$ cat src/rtl/fbf_pkg.sv
package fbf_pkg;
  localparam int STAT_W  = 16;
  localparam int LENW    = 5;
  localparam int B_SYNC  = 2;
  localparam int B_UFLOW = 5;
  localparam int B_PDONE = 6;
  localparam int B_EOF0  = 8;
  localparam int B_EOF1  = 9;

  typedef enum logic [2:0] {
    S_IDLE, S_PSTART, S_PAL, S_DSTART, S_DATA, S_HOLD
  } fbf_state_e;

  function automatic logic [LENW-1:0] burst_words(input logic [2:0] code);
    case (code)
      3'd0:    burst_words = 5'd1;
      3'd1:    burst_words = 5'd2;
      3'd2:    burst_words = 5'd4;
      3'd3:    burst_words = 5'd8;
      3'd4:    burst_words = 5'd16;
      default: burst_words = 5'd0;
    endcase
  endfunction
endpackage

$ cat src/rtl/fbf_burst_calc.sv
module fbf_burst_calc #(
  parameter int AW = 32
) (
  input  logic [AW-1:0]            addr,
  input  logic [AW-1:0]            ceil,
  input  logic [2:0]               code,
  output logic [fbf_pkg::LENW-1:0] len,
  output logic                     last,
  output logic                     ok
);
  import fbf_pkg::*;
  logic [AW-1:0]   rem_words;
  logic [LENW-1:0] bw;

  always_comb begin
    rem_words = (ceil - addr + AW'(1)) >> 2;
    bw        = burst_words(code);
    last      = rem_words <= AW'(bw);
    len       = last ? rem_words[LENW-1:0] : bw;
    ok        = (bw != '0) && (rem_words != '0);
  end
endmodule

$ cat src/rtl/fbf_status.sv
module fbf_status #(
  parameter int SW = 16
) (
  input  logic          clk,
  input  logic          rst_n,
  input  logic [SW-1:0] set_vec,
  input  logic          clr_we,
  input  logic [SW-1:0] clr_data,
  output logic [SW-1:0] stat
);
  always_ff @(posedge clk) begin
    if (!rst_n) stat <= '0;
    else        stat <= (stat & ~(clr_we ? clr_data : '0)) | set_vec;
  end

  a_r11_set_wins: assert property (@(posedge clk) disable iff (!rst_n)
    (set_vec != '0) |=> (($past(set_vec) & ~stat) == '0));
  a_r11_w1c: assert property (@(posedge clk) disable iff (!rst_n)
    clr_we |=> ((stat & $past(clr_data & ~set_vec)) == '0));
endmodule

$ cat src/rtl/fb_fetch_seq.sv
module fb_fetch_seq #(
  parameter int AW         = 32,
  parameter int FIFO_DEPTH = 64,
  parameter int LW         = $clog2(FIFO_DEPTH + 1)
) (
  input  logic          clk,
  input  logic          rst_n,
  input  logic          cfg_enable,
  input  logic [1:0]    cfg_load_mode,
  input  logic          cfg_dual,
  input  logic [2:0]    cfg_burst_code,
  input  logic [4:0]    cfg_bpp,
  input  logic [AW-1:0] cfg_pal_base,
  input  logic [AW-1:0] cfg_base0,
  input  logic [AW-1:0] cfg_ceil0,
  input  logic [AW-1:0] cfg_base1,
  input  logic [AW-1:0] cfg_ceil1,
  input  logic [LW-1:0] fifo_level,
  input  logic          pix_req,
  input  logic          sync_lost,
  output logic          rd_valid,
  input  logic          rd_ready,
  output logic [AW-1:0] rd_addr,
  output logic [4:0]    rd_len,
  input  logic          stat_clr_we,
  input  logic [15:0]   stat_clr_data,
  output logic [15:0]   status
);
  import fbf_pkg::*;

  fbf_state_e      state;
  logic [AW-1:0]   cur_addr, cur_ceil, pal_bytes;
  logic            buf_sel, req_q, last_q, grant;
  logic [LENW-1:0] calc_len;
  logic            calc_last, calc_ok, room_ok;
  logic [LW:0]     room;
  logic [STAT_W-1:0] set_vec;

  fbf_burst_calc #(.AW(AW)) u_calc (
    .addr(cur_addr), .ceil(cur_ceil), .code(cfg_burst_code),
    .len(calc_len), .last(calc_last), .ok(calc_ok)
  );

  always_comb begin
    pal_bytes = (cfg_bpp == 5'd8) ? AW'(512) : AW'(32);
    room      = (LW+1)'(FIFO_DEPTH) - {1'b0, fifo_level};
    room_ok   = room >= (LW+1)'(calc_len);
    grant     = req_q && rd_ready;
    set_vec   = '0;
    set_vec[B_PDONE] = grant && last_q && (state == S_PAL);
    set_vec[B_EOF0]  = grant && last_q && (state == S_DATA) && !buf_sel;
    set_vec[B_EOF1]  = grant && last_q && (state == S_DATA) && buf_sel;
    set_vec[B_UFLOW] = pix_req && (fifo_level == '0);
    set_vec[B_SYNC]  = sync_lost;
  end

  always_ff @(posedge clk) begin
    if (!rst_n) begin
      state    <= S_IDLE;
      cur_addr <= '0;
      cur_ceil <= '0;
      buf_sel  <= 1'b0;
      req_q    <= 1'b0;
      last_q   <= 1'b0;
      rd_addr  <= '0;
      rd_len   <= '0;
    end else begin
      if (grant) begin
        req_q    <= 1'b0;
        cur_addr <= cur_addr + (AW'(rd_len) << 2);
      end
      case (state)
        S_IDLE: begin
          buf_sel <= 1'b0;
          if (cfg_enable) begin
            if (cfg_load_mode == 2'd0 || cfg_load_mode == 2'd1) state <= S_PSTART;
            else if (cfg_load_mode == 2'd2)                     state <= S_DSTART;
          end
        end
        S_PSTART: begin
          cur_addr <= cfg_pal_base;
          cur_ceil <= cfg_pal_base + pal_bytes - AW'(1);
          state    <= S_PAL;
        end
        S_DSTART: begin
          cur_addr <= buf_sel ? cfg_base1 : cfg_base0;
          cur_ceil <= buf_sel ? cfg_ceil1 : cfg_ceil0;
          state    <= S_DATA;
        end
        S_PAL, S_DATA: begin
          if (!req_q && cfg_enable && calc_ok && room_ok) begin
            req_q   <= 1'b1;
            rd_addr <= cur_addr;
            rd_len  <= calc_len;
            last_q  <= calc_last;
          end
          if (grant && last_q) begin
            if (state == S_PAL) begin
              state <= (cfg_load_mode == 2'd0) ? S_DSTART : S_HOLD;
            end else begin
              buf_sel <= cfg_dual ? ~buf_sel : 1'b0;
              state   <= S_DSTART;
            end
          end
        end
        default: ;
      endcase
      if (!cfg_enable && !req_q) state <= S_IDLE;
    end
  end

  assign rd_valid = req_q;

  fbf_status #(.SW(STAT_W)) u_stat (
    .clk(clk), .rst_n(rst_n), .set_vec(set_vec),
    .clr_we(stat_clr_we), .clr_data(stat_clr_data), .stat(status)
  );

  a_r2_hold: assert property (@(posedge clk) disable iff (!rst_n)
    (rd_valid && !rd_ready) |=> (rd_valid && $stable(rd_addr) && $stable(rd_len)));
  a_r1_len_range: assert property (@(posedge clk) disable iff (!rst_n)
    rd_valid |-> (rd_len >= 5'd1 && rd_len <= 5'd16));
  a_r3_room: assert property (@(posedge clk) disable iff (!rst_n)
    $rose(rd_valid) |-> (32'($past(fifo_level)) + 32'(rd_len) <= 32'(FIFO_DEPTH)));
  a_r4_ceiling: assert property (@(posedge clk) disable iff (!rst_n)
    rd_valid |-> (AW'(rd_addr + (AW'(rd_len) << 2) - AW'(1)) <= cur_ceil));
endmodule

$ cat config.mk
export PLATFORM = sky130hd
export DESIGN_NAME = fb_fetch_seq
export DESIGN_NICKNAME = d
export VERILOG_FILES = /design/src/rtl/fbf_pkg.sv /design/src/rtl/fbf_burst_calc.sv /design/src/rtl/fbf_status.sv /design/src/rtl/fb_fetch_seq.sv
export SDC_FILE = /design/constraint.sdc
export NUM_CORES = 1
export LEC_CHECK = 0
export BUFFER_PORTS_ARGS = -buffer_cell sky130_fd_sc_hd__buf_2
export CAP_MARGIN = 20
export CORE_MARGIN = 5
export CORE_UTILIZATION = 40
export CTS_CLUSTER_DIAMETER = 30
export CTS_CLUSTER_SIZE = 30
export DETAILED_ROUTE_END_ITERATION = 6
export SLEW_MARGIN = 10
export SYNTH_ARGS = -nofsm -noshare
export SYNTH_HDL_FRONTEND = slang
export SYNTH_SLANG_ARGS = --single-unit
$ cat constraint.sdc
create_clock -name clk -period 6.3 [get_ports clk]
set_clock_uncertainty 0.1 [all_clocks]
set_input_delay 0.945 -clock clk [delete_from_list [all_inputs] [get_ports clk]]
set_output_delay 0.945 -clock clk [all_outputs]
set_load 0.01 [all_outputs]
* Word level (Yosys, flattened, before mapping)
Index checks and enable logic that the tools add are counted.
Storage, ports and cells: output and inout bits 54, word-level logic and storage cells 91, register bits after elaboration 123, ROM bits 0, bits in latches 0, input port bits 201, memories 0, bits in writable memories 0
Cells by class: equal/unequal tests 15, multipliers 0, multiplexer cells 23, $add $sub $neg 6, bitwise gates (word level) 5, reductions and logical operators 31, div/mod/pow operators 0, shift operators 0, $lt $le $gt $ge 2
Operators with widths (number):
- 32-bit one-hot mux with 2 select lines | 2
- 32-bit 2-to-1 mux | 3
- 32-bit by 1-bit adder with 32-bit output (second input constant) | 1
- 32-bit by 10-bit adder with 32-bit output | 1
- 32-bit by 7-bit adder with 32-bit output | 1
- 32-bit nonzero test | 1
- 32-bit by 1-bit subtractor with 32-bit output (second input constant) | 1
- 32-bit subtractor | 1
- 30-bit by 5-bit <= comparator with 1-bit output | 1
- 5-bit one-hot mux with 5 select lines | 1
- 3-bit 2-to-1 mux | 6
- 16-bit bitwise AND | 1
- 16-bit 2-to-1 mux | 1
- 16-bit inverter | 1
- 16-bit by 10-bit OR with 16-bit output | 1
- 3-bit by 2-bit equality test with 1-bit output (second input constant) | 4
- 1-bit logical AND | 12
- 3-bit one-hot mux with 4 select lines | 1
- 10-bit 2-to-1 mux | 1
- 8-bit by 5-bit greater-or-equal comparator with 1-bit output | 1
- 7-bit by 7-bit subtractor with 8-bit output (first input constant) | 1
- 7-bit zero test | 1
- 3-bit by 1-bit equality test with 1-bit output (second input constant) | 2
- 3-bit equality test (second input constant) | 2
- 21 further kinds | 34

* Longest topological paths before layout
depth in word-level cells 8, mapped depth 28, gate-level depth less buffers 26

* Cells and area by module
A second synthesis with hierarchy kept.
Second synthesis, totals: cells, all modules 1481, area, all modules 11501.0 um2
By module, submodules not included:
- fb_fetch_seq | sequential area each 2142.1 um2, cells an instance 1018, times used 1, area each 8052.7 um2
- fbf_burst_calc | sequential area each 0.0 um2, cells an instance 397, times used 1, area each 2871.5 um2
- fbf_status | sequential area each 320.3 um2, cells an instance 66, times used 1, area each 576.8 um2

* Worst setup path after synthesis
Ideal clock, no wire load.
path type reg2reg, from register cur_addr[2], to register rd_addr[28], cell stages (with the launch flop) 28, setup time 70 ps, path buffers 2, slack 1103 ps, period minus slack after synthesis 5197 ps, data arrival time 5027 ps, required time 6130 ps, cell sequence dfxtp_1 > inv_1 > ha_1 > inv_1 > fa_1 > nand2b_1 > a211oi_2 > o21ai_0 > a211o_1 > nor4_1 > nor4b_2 > o2111a_1 > nand4_1 > and4bb_1 > nand3b_1 > mux2_2 > ha_1 > nand2b_1 > a21o_1 > a21oi_1 > nor2b_1 > o21ai_0 > a21oi_1 > o21a_1 > clkbuf_1 > buf_2 > nand2_1 > a21oi_2
Between the ends: longest elaborated chain between the ends 7, elaborated cells between the ends (all ways) 10, classes of those cells add/sub: 2; order compare: 2; mux: 1; reduce/logical: 5
Ends and longest elaborated chain:
- start: declaration | line fb_fetch_seq.sv:32 | logic [AW-1:0] cur_addr, cur_ceil, pal_bytes;
- start signal: assignment | line fb_fetch_seq.sv:70 | cur_addr <= cur_addr + (AW'(rd_len) << 2);
- start signal: assignment | line fb_fetch_seq.sv:81 | cur_addr <= cfg_pal_base;
- start signal: assignment | line fb_fetch_seq.sv:86 | cur_addr <= buf_sel ? cfg_base1 : cfg_base0;
- 32-bit subtractor * | line fbf_burst_calc.sv:16 | rem_words = (ceil - addr + AW'(1)) >> 2;
- 32-bit by 1-bit adder with 32-bit output * | line fbf_burst_calc.sv:16
- 30-bit by 5-bit <= comparator with 1-bit output | line fbf_burst_calc.sv:18 | last = rem_words <= AW'(bw);
- 5-bit 2-to-1 mux * | line fbf_burst_calc.sv:19 | len = last ? rem_words[LENW-1:0] : bw;
- via calc_len[0] | line fb_fetch_seq.sv:34 | logic [LENW-1:0] calc_len;
- 8-bit by 5-bit greater-or-equal comparator with 1-bit output * | line fb_fetch_seq.sv:47 | room_ok = room >= (LW+1)'(calc_len);
- 1-bit logical AND * | line fb_fetch_seq.sv:91 | if (!req_q && cfg_enable && calc_ok && room_ok) begin
- 2-bit AND reduction (no line) *
- end signal: assignment | line fb_fetch_seq.sv:93 | rd_addr <= cur_addr;
- end: declaration | line fb_fetch_seq.sv:23 | output logic [AW-1:0] rd_addr,
Mark *: on every way through the listed nets, which the timed path passes. The rest lies on a longest branch. A chain may end at the register's enable or synchronous reset.

* Worst setup path after layout
from register cur_addr[2], to register rd_addr[14]
Between the ends: longest elaborated chain between the ends 7, elaborated cells between the ends (all ways) 10, classes of those cells add/sub: 2; order compare: 2; mux: 1; reduce/logical: 5
Ends and longest elaborated chain (line):
- 32-bit subtractor * | fbf_burst_calc.sv:16
- 32-bit by 1-bit adder with 32-bit output * | fbf_burst_calc.sv:16
- 30-bit by 5-bit <= comparator with 1-bit output / 32-bit nonzero test (equally long branches) | fbf_burst_calc.sv:18, fbf_burst_calc.sv:20
- 5-bit 2-to-1 mux / 1-bit logical AND (equally long branches) | fbf_burst_calc.sv:19, fbf_burst_calc.sv:20
- 8-bit by 5-bit greater-or-equal comparator with 1-bit output / 1-bit logical AND (equally long branches) | fb_fetch_seq.sv:47, fb_fetch_seq.sv:91
- 1-bit logical AND * | fb_fetch_seq.sv:91
- 2-bit AND reduction (no line) *
Every way passes the cells marked *; elsewhere a longest branch is shown, timed or not.

==> key figures <==
Outcome
  – Status: complete, no violations

Clock network
  – Clock-pin slew on the worst setup and hold paths: 0.06 ns
  – Worst-Skew Late Latency: 0.43 ns
  – Maximum clock insertion buffer count: 2
  – CTS Buf Count: 17
  – Clock sink count: between 100 and 150
  – Post_cts resized: 0
  – Max H-tree Level: 4
  – Setup Buffers After CTS: 0
  – Hold_buf cts: 0
  – CTS tree: yes
  – Root buffer cell: clkbuf_16

Setup path
  – FF-to-FF path depth: 25
  – Reg-to-Reg End: rd_addr[14]
  – Setup crit end kind: register
  – Worst EP arrival: 6.13 ns
  – Reg2reg start: cur_addr[2]
  – Crit path kind: reg2reg
  – WP data required: 6.55 ns
  – Origin of the worst setup path: cur_addr[2]
  – CP startpoint kind: register
  – Reg2reg setup slack: about 0.42 ns
  – Crit path max fanout: 34

GRT
  – Met2 Use GR: 0.370
  – Initial antenna violation count: 1
  – Global Route Usage Sum: 0.237
  – Top Usage Layer GRT: met2
  – GR met1 Demand/Resource: 0.336
  – GRT overflow: 0
  – Met3 Track Usage GR: 0.0486
  – Pin count of the biggest net entering global routing: ~110
  – First-pass GRT wire length: 58500 um
  – Number of global-route vias before repair: about 11k

Detailed routing
  – Routed Wire Length: between 30000 and 40000 um
  – DRT iter0 DRCs: between 700 and 800
  – DRC Markers: 0
  – Drt pass-1 iters: 5
  – Detail Route Antenna Nets: 0
  – Total number of vias: 11.2k
  – Vias per cell: roughly 5.6
  – Wire per inst: 18.8 um

Die
  – Initial Utilization: 0.408
  – Die ar.: slightly above 30000 um2
  – Cell row count: 60
  – Core ar.: between 20000 and 30000 um2
  – Width of the die: about 180 um
  – Io pins: between 200 and 300
  – Die height: 176 um

Synth
  – Area leader, netlist: dfxtp_1
  – FF+latch count, synth: around 120
  – Yosys top cell area share: 0.223
  – Post-synthesis cell area: 11000 um2
  – Mapped Cells: roughly 1.5k
  – Synthesized Nets: between 1.5k and 2k
  – Avg Synthesized Cell Area: 7.61 um2
  – Post-synth cell types: 85
  – Number of enable flip-flop cells after synthesis: 0
  – Ys Warns: 0
  – Synth Flop Type: dfxtp_1
  – Sequential element share of the synthesized area: 0.223
  – Dominant cells by area after synthesis: dfxtp_1 (22%), ha_1 (12%), a21oi_1 (6.5%), mux2i_1 (6.4%), nand2_1 (5.5%)
  – Post-synth top cells: nand2_1 (163), a21oi_1 (143), nor2_1 (124)
  – Most frequent cell after synthesis: nand2_1
  – Fraction of registers with async set/reset: 0

Finish
  – Fill cell count: roughly 2.7k
  – Area occupied by multi-input gates: 7890 um2
  – Nets@finish: roughly 2.0k
  – Layout cell share with drive strength beyond 1: 0.226
  – N_diodes: 0
  – Reg area: 2470 um2
  – Area Overhead vs Synth: 18.7%

Timing
  – Slew margin rel.: 0.350
  – Endpoints failing hold: 0
  – PnR worst setup slack: roughly 0.42 ns
  – Worst Max-Slew Pin Slew: about 0.97 ns
  – Slew Limit Fails: 0
  – # setup viols final: 0
  – Total negative setup slack: 0 ns
  – Worst hold slack: between 0.3 and 0.4 ns
  – Final period utilization: 0.933
  – RSZ-0062 raised after global routing: no
  – Tmin final: roughly 6 ns
  – Max Freq: 170 MHz

Placement
  – Pre-CTS worst setup slack: around 0.47 ns
  – Port Buffers: around 250
  – Routability Congestion: a little under 1
  – Hpwl dp: roughly 31000 um

Power
  – Pwr Density: roughly 230 nW/um2
  – Leak: 5.60 nW
  – Peak VDD IR: 0.000211 V

Worst hold path
  – Hold Path Class: reg2reg
  – Hold Path Origin: u_stat.stat[7]
  – Worst Hold End: u_stat.stat[7]
  – Worst hold stages: 2

Job
  – Max-Cap Viols: 0
registers in the layout (all words and copies together) (netlist names):
name and cells:
buf_sel 1, last_q 1, rd_addr 32, cur_ceil 32, rd_len 5, rd_valid 1, cur_addr 32, state 3
u_stat.stat 16
cells by family after synthesis:
kind of cell	share of synthesized area
muxes	0.0665
adders and majority gates	0.127
DFF	0.223
xor gates and xnor gates	0.0500
and+or+nand+nor	0.217
buffers and inverters	0.0635
AOI/OAI and AO/OA	0.253
cell usage in the layout, fill, tap and decap left out, types with 29 or more instances in the layout:
master | netlist | routed
inv_1 | 93 | 93
nand2_1 | 163 | 162
nor2_1 | 124 | 124
xnor2_1 | 49 | 49
mux2i_1 | 71 | 71
ha_1 | 107 | 107
a21oi_1 | 143 | 143
a211oi_1 | 35 | 35
o21ai_0 | 64 | 64
dfxtp_1 | 123 | 121
buf_2 | 5 | 254
a21oi_2 | 29 | 29
metal layers:
layer / up-vias / part of all wire
li1: 5613 / -
met4: 0 / 0.017
met3: 32 / 0.081
met5: - / 0
met2: 442 / 0.43
met1: 5109 / 0.47
stage by stage:
step | power (mW) | area [um2] | util | std cells
final | 2.95 | 13100 | 0.485 | 2013
after floorplan | 1.66 | 11000 | - | 1450
after global placement | 1.96 | 12500 | 0.462 | 1980
after CTS | 2.96 | 13100 | 0.484 | 2012
after detailed placement | 1.96 | 12500 | 0.462 | 1980
after global routing | 3.13 | 13100 | 0.485 | 2013
worst max-delay path by stage:
| stage | endpoint | slack, ns | cells after the start |
|---|---|---|---|
| finish | rd_addr[14] | 0.42 | 25 |
| global route | rd_addr[7] | 0.01 | 27 |
| CTS | rd_addr[23] | 0.44 | 26 |
| detailed placement | rd_addr[22] | 0.47 | 26 |
| global placement | rd_addr[18] | 0.55 | 25 |
| floorplan | rd_addr[28] | 1.10 | 27 |
power breakdown:
part / switching [mW] / leakage [nW] / internal (mW)
registers: 0.0331 / 0.999 / 0.807
logic: 0.673 / 4.32 / 0.455
clock network: 0.379 / 0.280 / 0.607
worst max-delay path: stages (launching register included):
cell	delay (ns)
dfxtp_1	0.35
inv_1	0.07
ha_1	0.30
inv_1	0.06
fa_1	0.44
nand2b_1	0.19
a211oi_2	0.32
o2111ai_1	0.20
a21o_1	0.25
a21oi_1	0.29
o31a_1	0.22
o211ai_1	0.10
a211oi_1	0.21
nand4b_1	0.18
nor4_2	0.51
and3_1	0.26
nor2_1	0.05
ha_1	0.27
a21oi_1	0.06
nor2b_1	0.09
o21ai_0	0.08
a21oi_1	0.37
o21a_1	0.23
buf_12	0.21
nand2_1	0.22
a21oi_2	0.16
area by class of cell:
| type | instances | share of cell area |
|---|---|---|
| flip-flops and latches | 123 | 0.189 |
| clock inverters | 12 | 0.0106 |
| repair buffers | 264 | 0.104 |
| multi-input cells | 1159 | 0.603 |
| inverters | 94 | 0.0270 |
| well taps | 341 | 0.0326 |
| clock buffers | 20 | 0.0349 |
Power figures use the tool's default switching activity.
